## src/rtl/dreq_pkg.sv

```systemverilog
package dreq_pkg;

    typedef enum logic [2:0] {
        ST_IDLE,
        ST_SAMPLE,
        ST_HOLD,
        ST_WAIT,
        ST_READ,
        ST_WRITE,
        ST_EXTEND
    } dreq_state_e;

endpackage

```

## src/rtl/dreq_sync.sv

```systemverilog
module dreq_sync #(
    parameter int STAGES = 2
) (
    input  logic clk,
    input  logic rst,
    input  logic din,
    output logic dout
);
    logic [STAGES-1:0] sh;

    generate
        if (STAGES == 1) begin : g_single
            always_ff @(posedge clk) begin
                if (rst) sh <= '1;
                else     sh <= din;
            end
        end else begin : g_chain
            always_ff @(posedge clk) begin
                if (rst) sh <= '1;
                else     sh <= {sh[STAGES-2:0], din};
            end
        end
    endgenerate

    assign dout = sh[STAGES-1];
endmodule

```

## src/rtl/dreq_count.sv

```systemverilog
module dreq_count #(
    parameter int CNT_W = 16
) (
    input  logic             clk,
    input  logic             rst,
    input  logic             ctl_wr,
    input  logic             ctl_en,
    input  logic [CNT_W-1:0] ctl_count,
    input  logic             xfer_done,
    output logic             en_q,
    output logic [CNT_W-1:0] cnt_q,
    output logic             is_last
);
    localparam logic [CNT_W-1:0] ONE = CNT_W'(1);

    assign is_last = (cnt_q == ONE);

    always_ff @(posedge clk) begin
        if (rst) begin
            en_q  <= 1'b0;
            cnt_q <= '0;
        end else begin
            if (xfer_done) begin
                cnt_q <= cnt_q - ONE;
                if (is_last) en_q <= 1'b0;
            end
            if (ctl_wr) begin
                if (!ctl_en) begin
                    en_q <= 1'b0;
                end else if (!en_q && ctl_count != '0) begin
                    en_q  <= 1'b1;
                    cnt_q <= ctl_count;
                end
            end
        end
    end
endmodule

```

## src/rtl/dreq_gap.sv

```systemverilog
module dreq_gap #(
    parameter int MIN_REL = 3
) (
    input  logic clk,
    input  logic rst,
    input  logic xfer_done,
    output logic gap_ok
);
    localparam int GW = $clog2(MIN_REL + 1);
    localparam logic [GW-1:0] LIMIT = GW'(MIN_REL);

    logic [GW-1:0] free_q;

    always_ff @(posedge clk) begin
        if (rst)                 free_q <= LIMIT;
        else if (xfer_done)      free_q <= '0;
        else if (free_q < LIMIT) free_q <= free_q + GW'(1);
    end

    assign gap_ok = (free_q >= LIMIT);
endmodule

```

## src/rtl/dreq_accept_ctrl.sv

```systemverilog
module dreq_accept_ctrl
    import dreq_pkg::*;
#(
    parameter int CNT_W       = 16,
    parameter int MIN_REL     = 3,
    parameter int SYNC_STAGES = 2
) (
    input  logic             clk,
    input  logic             rst,
    input  logic             req_n,
    input  logic             ctl_wr,
    input  logic             ctl_en,
    input  logic             ctl_dly,
    input  logic [CNT_W-1:0] ctl_count,
    input  logic             bus_grant,
    output logic             bus_req,
    output logic             rd_stb,
    output logic             wr_stb,
    output logic             done,
    output logic             pend,
    output logic             enabled,
    output logic [CNT_W-1:0] remain
);
    dreq_state_e state, nxt;
    logic        req_sync_n;
    logic        en_q;
    logic        is_last;
    logic        gap_ok;

    dreq_sync #(.STAGES(SYNC_STAGES)) u_sync (
        .clk  (clk),
        .rst  (rst),
        .din  (req_n),
        .dout (req_sync_n)
    );

    dreq_count #(.CNT_W(CNT_W)) u_count (
        .clk       (clk),
        .rst       (rst),
        .ctl_wr    (ctl_wr),
        .ctl_en    (ctl_en),
        .ctl_count (ctl_count),
        .xfer_done (wr_stb),
        .en_q      (en_q),
        .cnt_q     (remain),
        .is_last   (is_last)
    );

    dreq_gap #(.MIN_REL(MIN_REL)) u_gap (
        .clk       (clk),
        .rst       (rst),
        .xfer_done (wr_stb),
        .gap_ok    (gap_ok)
    );

    assign enabled = en_q;

    // state register
    always_ff @(posedge clk) begin
        if (rst) state <= ST_IDLE;
        else     state <= nxt;
    end

    // outputs
    always_comb begin
        bus_req = 1'b0;
        rd_stb  = 1'b0;
        wr_stb  = 1'b0;
        done    = 1'b0;
        pend    = 1'b0;
        unique case (state)
            ST_HOLD:  pend = 1'b1;
            ST_WAIT:  bus_req = 1'b1;
            ST_READ: begin
                bus_req = 1'b1;
                rd_stb  = bus_grant && gap_ok;
            end
            ST_WRITE: begin
                bus_req = 1'b1;
                wr_stb  = bus_grant;
                done    = bus_grant && is_last;
            end
            default: ;
        endcase
    end

    // next state
    always_comb begin
        nxt = state;
        unique case (state)
            ST_IDLE:   if (en_q) nxt = ST_SAMPLE;
            ST_SAMPLE: begin
                if (!en_q)            nxt = ST_IDLE;
                else if (!req_sync_n) nxt = ST_HOLD;
            end
            ST_HOLD:   nxt = en_q ? ST_WAIT : ST_IDLE;
            ST_WAIT: begin
                if (!en_q)          nxt = ST_IDLE;
                else if (bus_grant) nxt = ST_READ;
            end
            ST_READ:   if (rd_stb) nxt = ST_WRITE;
            ST_WRITE: begin
                if (wr_stb) begin
                    if (is_last || !en_q) nxt = ST_IDLE;
                    else if (ctl_dly)     nxt = ST_EXTEND;
                    else                  nxt = ST_SAMPLE;
                end
            end
            ST_EXTEND: nxt = en_q ? ST_SAMPLE : ST_IDLE;
            default:   nxt = ST_IDLE;
        endcase
    end
endmodule

```

## config.mk

```make
export PLATFORM = sky130hd
export DESIGN_NAME = dreq_accept_ctrl
export DESIGN_NICKNAME = d
export VERILOG_FILES = /design/src/rtl/dreq_pkg.sv /design/src/rtl/dreq_sync.sv /design/src/rtl/dreq_count.sv /design/src/rtl/dreq_gap.sv /design/src/rtl/dreq_accept_ctrl.sv
export SDC_FILE = /design/constraint.sdc
export NUM_CORES = 1
export LEC_CHECK = 0
export BUFFER_PORTS_ARGS = -buffer_cell sky130_fd_sc_hd__buf_2
export CAP_MARGIN = 20
export CORE_UTILIZATION = 39
export DETAILED_ROUTE_END_ITERATION = 10
export HOLD_SLACK_MARGIN = 0.02
export PLACE_DENSITY = 0.76
export SLEW_MARGIN = 40
export SYNTH_ARGS = -nofsm -noshare
export SYNTH_HDL_FRONTEND = slang
export SYNTH_SLANG_ARGS = --single-unit
```

## constraint.sdc

```tcl
create_clock -name clk -period 1.7 [get_ports clk]
set_input_delay 0.255 -clock clk [delete_from_list [all_inputs] [get_ports clk]]
set_output_delay 0.255 -clock clk [all_outputs]
set_load 0.1 [all_outputs]
```

==> impl_metrics.xml <==
<?xml version="1.0" encoding="UTF-8"?>
<metrics>
  <group name="route">
    <metric name="iter_0_drt_violations" unit="">95</metric>
    <metric name="routed_via_density" unit="">5.35</metric>
    <metric name="antenna_violating_nets_post_route" unit="">0</metric>
    <metric name="routed_wl" unit="mm">4.07</metric>
    <metric name="num_vias" unit="">1504</metric>
    <metric name="dr.pass1.iters" unit="">4</metric>
    <metric name="drc" unit="">0</metric>
    <metric name="wire_length_per_cell" unit="µm">14.5</metric>
  </group>
  <group name="clock_tree">
    <metric name="cts_hold_buffers" unit="">0</metric>
    <metric name="cts_buffers" unit="">3</metric>
    <metric name="clock_insertion_delay_worst_skew" unit="ns">0.33</metric>
    <metric name="clk_transition_reported_paths" unit="ns">0.13</metric>
    <metric name="clock_sink_count" unit="">24</metric>
    <metric name="cts-root-buf" unit="">sky130_fd_sc_hd__clkbuf_4</metric>
    <metric name="cts.path.max_buffers" unit="">2</metric>
    <metric name="cts_htree_levels" unit="">1</metric>
    <metric name="clock_tree_from_tritoncts" unit="">yes</metric>
  </group>
  <group name="sta">
    <metric name="final.period_utilization" unit="%">107</metric>
    <metric name="least_setup_slack_across_all_paths_after_layout" unit="ns">-0.120</metric>
    <metric name="final-setup-viol-count" unit="">1</metric>
    <metric name="worst_hold_slack" unit="ns">0.107</metric>
    <metric name="max_freq" unit="MHz">550</metric>
    <metric name="tightestPinTransition" unit="ns">0.485</metric>
    <metric name="finalCriticalPeriod" unit="ns">1.82</metric>
    <metric name="final_hold_viol_count" unit="">0</metric>
    <metric name="worst_slew_margin_rel" unit="%">67.6</metric>
    <metric name="maxSlewViolCount" unit="">0</metric>
    <metric name="unrepaired_setup_endpoints_after_global_routing" unit="">true</metric>
    <metric name="finClkSkew" unit="ns">0.00306</metric>
    <metric name="setup_tns" unit="ns">-0.120</metric>
  </group>
  <group name="setup_path">
    <metric name="crit_path_max_fanout" unit="">3</metric>
    <metric name="regToRegSetupSlack" unit="ns">0.06</metric>
    <metric name="ff2ff_path_depth" unit="">7</metric>
    <metric name="rr_startpoint" unit="">u_count.cnt_q[1]</metric>
    <metric name="critPathLaunchType" unit="">register</metric>
    <metric name="arrival" unit="ns">1.56</metric>
    <metric name="worstSetupPathType" unit="">reg2out</metric>
    <metric name="worstSetupEndpointType" unit="">primary output</metric>
    <metric name="rr_endpoint" unit="">state[1]</metric>
    <metric name="setup.worst_path.start" unit="">u_count.cnt_q[14]</metric>
    <metric name="critPathRequiredTime" unit="ns">1.44</metric>
    <metric name="end_point_of_the_critical_path" unit="">done</metric>
  </group>
  <group name="floorplan">
    <metric name="floorplan.die.height" unit="µm">62.5</metric>
    <metric name="top_level_ports" unit="">45</metric>
    <metric name="start_util" unit="%">41.8</metric>
    <metric name="design.core.area" unit="mm²">0.00342</metric>
    <metric name="die_w" unit="µm">62.5</metric>
    <metric name="placementRows" unit="">21</metric>
    <metric name="floorplan.die_area" unit="mm²">0.00390</metric>
  </group>
  <group name="logic_synthesis">
    <metric name="postSynthCellCount" unit="">171</metric>
    <metric name="yosys_top_cell_by_area" unit="">sky130_fd_sc_hd__dfxtp_1</metric>
    <metric name="synthMostInstantiatedCell" unit="">sky130_fd_sc_hd__nor2_1</metric>
    <metric name="synth-async-reset-ratio" unit="%">0</metric>
    <metric name="yosysUniqueCellTypes" unit="">39</metric>
    <metric name="synth.area.top_cells" unit="">sky130_fd_sc_hd__dfxtp_1 (34%), sky130_fd_sc_hd__a211oi_1 (7.4%), sky130_fd_sc_hd__nor2_1 (6.8%)</metric>
    <metric name="synth_top_cells_by_count" unit="">sky130_fd_sc_hd__nor2_1 (26), sky130_fd_sc_hd__dfxtp_1 (24), sky130_fd_sc_hd__a211oi_1 (14)</metric>
    <metric name="synth.yosys.seq_area_share" unit="%">33.7</metric>
    <metric name="yosysWarnings" unit="">0</metric>
    <metric name="share_of_yosys_cell_area_claimed_by_the_top_area_cell_type" unit="%">33.7</metric>
    <metric name="synth_enable_flop_cells" unit="">0</metric>
    <metric name="synth_top_flop_cell" unit="">sky130_fd_sc_hd__dfxtp_1</metric>
    <metric name="syn_area_per_cell" unit="µm²">8.34</metric>
    <metric name="synth_fp_nets" unit="">197</metric>
    <metric name="yosys_register_bits" unit="">24</metric>
    <metric name="synth.cell_area" unit="mm²">0.00143</metric>
  </group>
  <group name="cells_and_area">
    <metric name="area_used_by_sequential_logic_in_the_layout" unit="µm²">522</metric>
    <metric name="post_layout_nonfiller_instances" unit="">281</metric>
    <metric name="finalCoreUtilization" unit="%">63.4</metric>
    <metric name="multi_input_comb_area" unit="mm²">0.00102</metric>
    <metric name="nFillCells" unit="">292</metric>
    <metric name="share_of_final_layout_standard_cells_stronger_than_drive_strength_1" unit="%">51.9</metric>
    <metric name="antennaDiodeCount" unit="">0</metric>
    <metric name="layout.nets" unit="">262</metric>
    <metric name="post_synthesis_to_final_layout_area_growth" unit="%">51.9</metric>
  </group>
  <group name="power">
    <metric name="cellPowerDensity" unit="mW/mm²">753</metric>
    <metric name="power.leakage" unit="nW">0.895</metric>
    <metric name="ir_worst_vdd" unit="V">0.000497</metric>
  </group>
  <group name="grt">
    <metric name="overall_global_routing_resource_usage" unit="%">20.8</metric>
    <metric name="grt_antenna_before_repair" unit="">0</metric>
    <metric name="first_global_vias" unit="">1409</metric>
    <metric name="grt_pass1_wl" unit="mm">6.45</metric>
    <metric name="gr-total-overflow" unit="">0</metric>
    <metric name="largest_net_degree_at_the_start_of_global_routing" unit="">31</metric>
  </group>
  <group name="place">
    <metric name="port_buffers" unit="">44</metric>
    <metric name="detailed_place_hpwl" unit="mm">2.79</metric>
    <metric name="place_worst_setup_slack" unit="ns">-0.0818</metric>
    <metric name="total_placed_cells_including_tap_cells" unit="">266</metric>
    <metric name="finalWeightedCongestion" unit="">0.951</metric>
  </group>
  <group name="status">
    <metric name="run_status" unit="">finished, violations left</metric>
    <metric name="violated_checks" unit="">setup timing</metric>
  </group>
  <group name="run">
    <metric name="maxCapViolations" unit="">0</metric>
  </group>
  <group name="hold_path">
    <metric name="hp_class" unit="">in2reg</metric>
  </group>
</metrics>
[cells in the final DEF, fill, tap and decap left out, types with 4 or more instances in the layout]
cell type / synthesis / layout
sky130_fd_sc_hd__nand4_1: 4 / 4
sky130_fd_sc_hd__nand2_1: 9 / 7
sky130_fd_sc_hd__dfxtp_2: 0 / 15
sky130_fd_sc_hd__dfxtp_4: 0 / 6
sky130_fd_sc_hd__a211oi_1: 14 / 14
sky130_fd_sc_hd__nor2_1: 26 / 24
sky130_fd_sc_hd__xor2_1: 7 / 7
sky130_fd_sc_hd__a21oi_1: 5 / 5
sky130_fd_sc_hd__nor3_4: 0 / 4
sky130_fd_sc_hd__nor4_1: 6 / 5
sky130_fd_sc_hd__buf_12: 0 / 6
sky130_fd_sc_hd__o21ai_0: 5 / 5
sky130_fd_sc_hd__inv_1: 8 / 6
sky130_fd_sc_hd__buf_4: 0 / 22
sky130_fd_sc_hd__xnor2_1: 8 / 8
sky130_fd_sc_hd__buf_2: 2 / 39
[metal layers]
layer / vias to the layer above / GRT usage (%) / share of wire, % / wire length (µm)
li1: 754 / - / - / -
met1: 690 / 28.3 / 43 / 1760
met2: 54 / 32.9 / 50 / 2020
met3: 6 / 3.47 / 5.3 / 214
met4: 0 / 7.56 / 1.8 / 73
met5: - / 0 / 0 / 0
[how the worst min path moves through the flow]
stage / startpoint / to / slack [ns] / cells after the start
2_1_floorplan: req_n / u_sync.sh[0] / 0.36 / 1
3_3_place_gp: u_sync.sh[0] / u_sync.sh[1] / 0.40 / 1
3_5_place_dp: u_sync.sh[0] / u_sync.sh[1] / 0.41 / 1
4_1_cts: req_n / u_sync.sh[0] / 0.11 / 2
5_1_grt: req_n / u_sync.sh[0] / 0.11 / 2
6_report: req_n / u_sync.sh[0] / 0.11 / 2
[flip-flops by register name, summed over array words and instances, names as in the netlist]
signal / cells
u_sync.sh: 2
u_count.en_q: 1
u_count.cnt_q: 16
state: 3
u_gap.free_q: 2
[worst max-delay path: stages, from the launching register on]
cell,delay (ns)
sky130_fd_sc_hd__dfxtp_2,0.36
sky130_fd_sc_hd__nor4_4,0.26
sky130_fd_sc_hd__and3_4,0.23
sky130_fd_sc_hd__nand2_4,0.06
sky130_fd_sc_hd__nor2_4,0.13
sky130_fd_sc_hd__buf_12,0.18
[repair_timing]
action | CTS | global route
resized for setup | 12 | 14
setup endpoints to repair | 3 | 8
cloned | 0 | 0
pin swaps | 4 | 7
setup buffers | 4 | 7
[cells by family (layout without fill, tap and decap cells)]
kind of cell             Yosys count  count (layout)  synth area share, %
AND/OR/NAND/NOR                   75              75                 30.2
adder cells (fa/ha/maj)            3               3                 2.63
XOR/XNOR                          15              15                 9.21
flip-flops                        24              24                 33.7
AO/OA/AOI/OAI                     34              34                 17.2
buffers and inverters             17              81                 5.00
multiplexers                       3               3                 2.11
[power by group]
group | switching, W | leakage (nW) | internal (W)
clock | 0.000175 | 0.0150 | 0.0000922
combinational | 0.000413 | 0.674 | 0.000250
sequential | 0.0000721 | 0.206 | 0.000629
total | 0.000660 | 0.895 | 0.000971
[through the flow]
step           instance area [µm²]  total power [W]
6_report                      2170          0.00163
5_1_grt                       2170          0.00173
4_1_cts                       2040          0.00158
3_5_place_dp                  1930          0.00126
3_3_place_gp                  1930          0.00125
2_1_floorplan                 1510          0.00112
[layout make-up]
type                    count  share of cell area [%]
inverters                   9                    2.08
clock buffers               4                    1.21
repair buffers             68                    22.7
flip-flops and latches     24                    24.1
multi-input cells         130                    47.3
well taps                  46                    2.66
No activity file was read; power rests on OpenSTA's default activity.
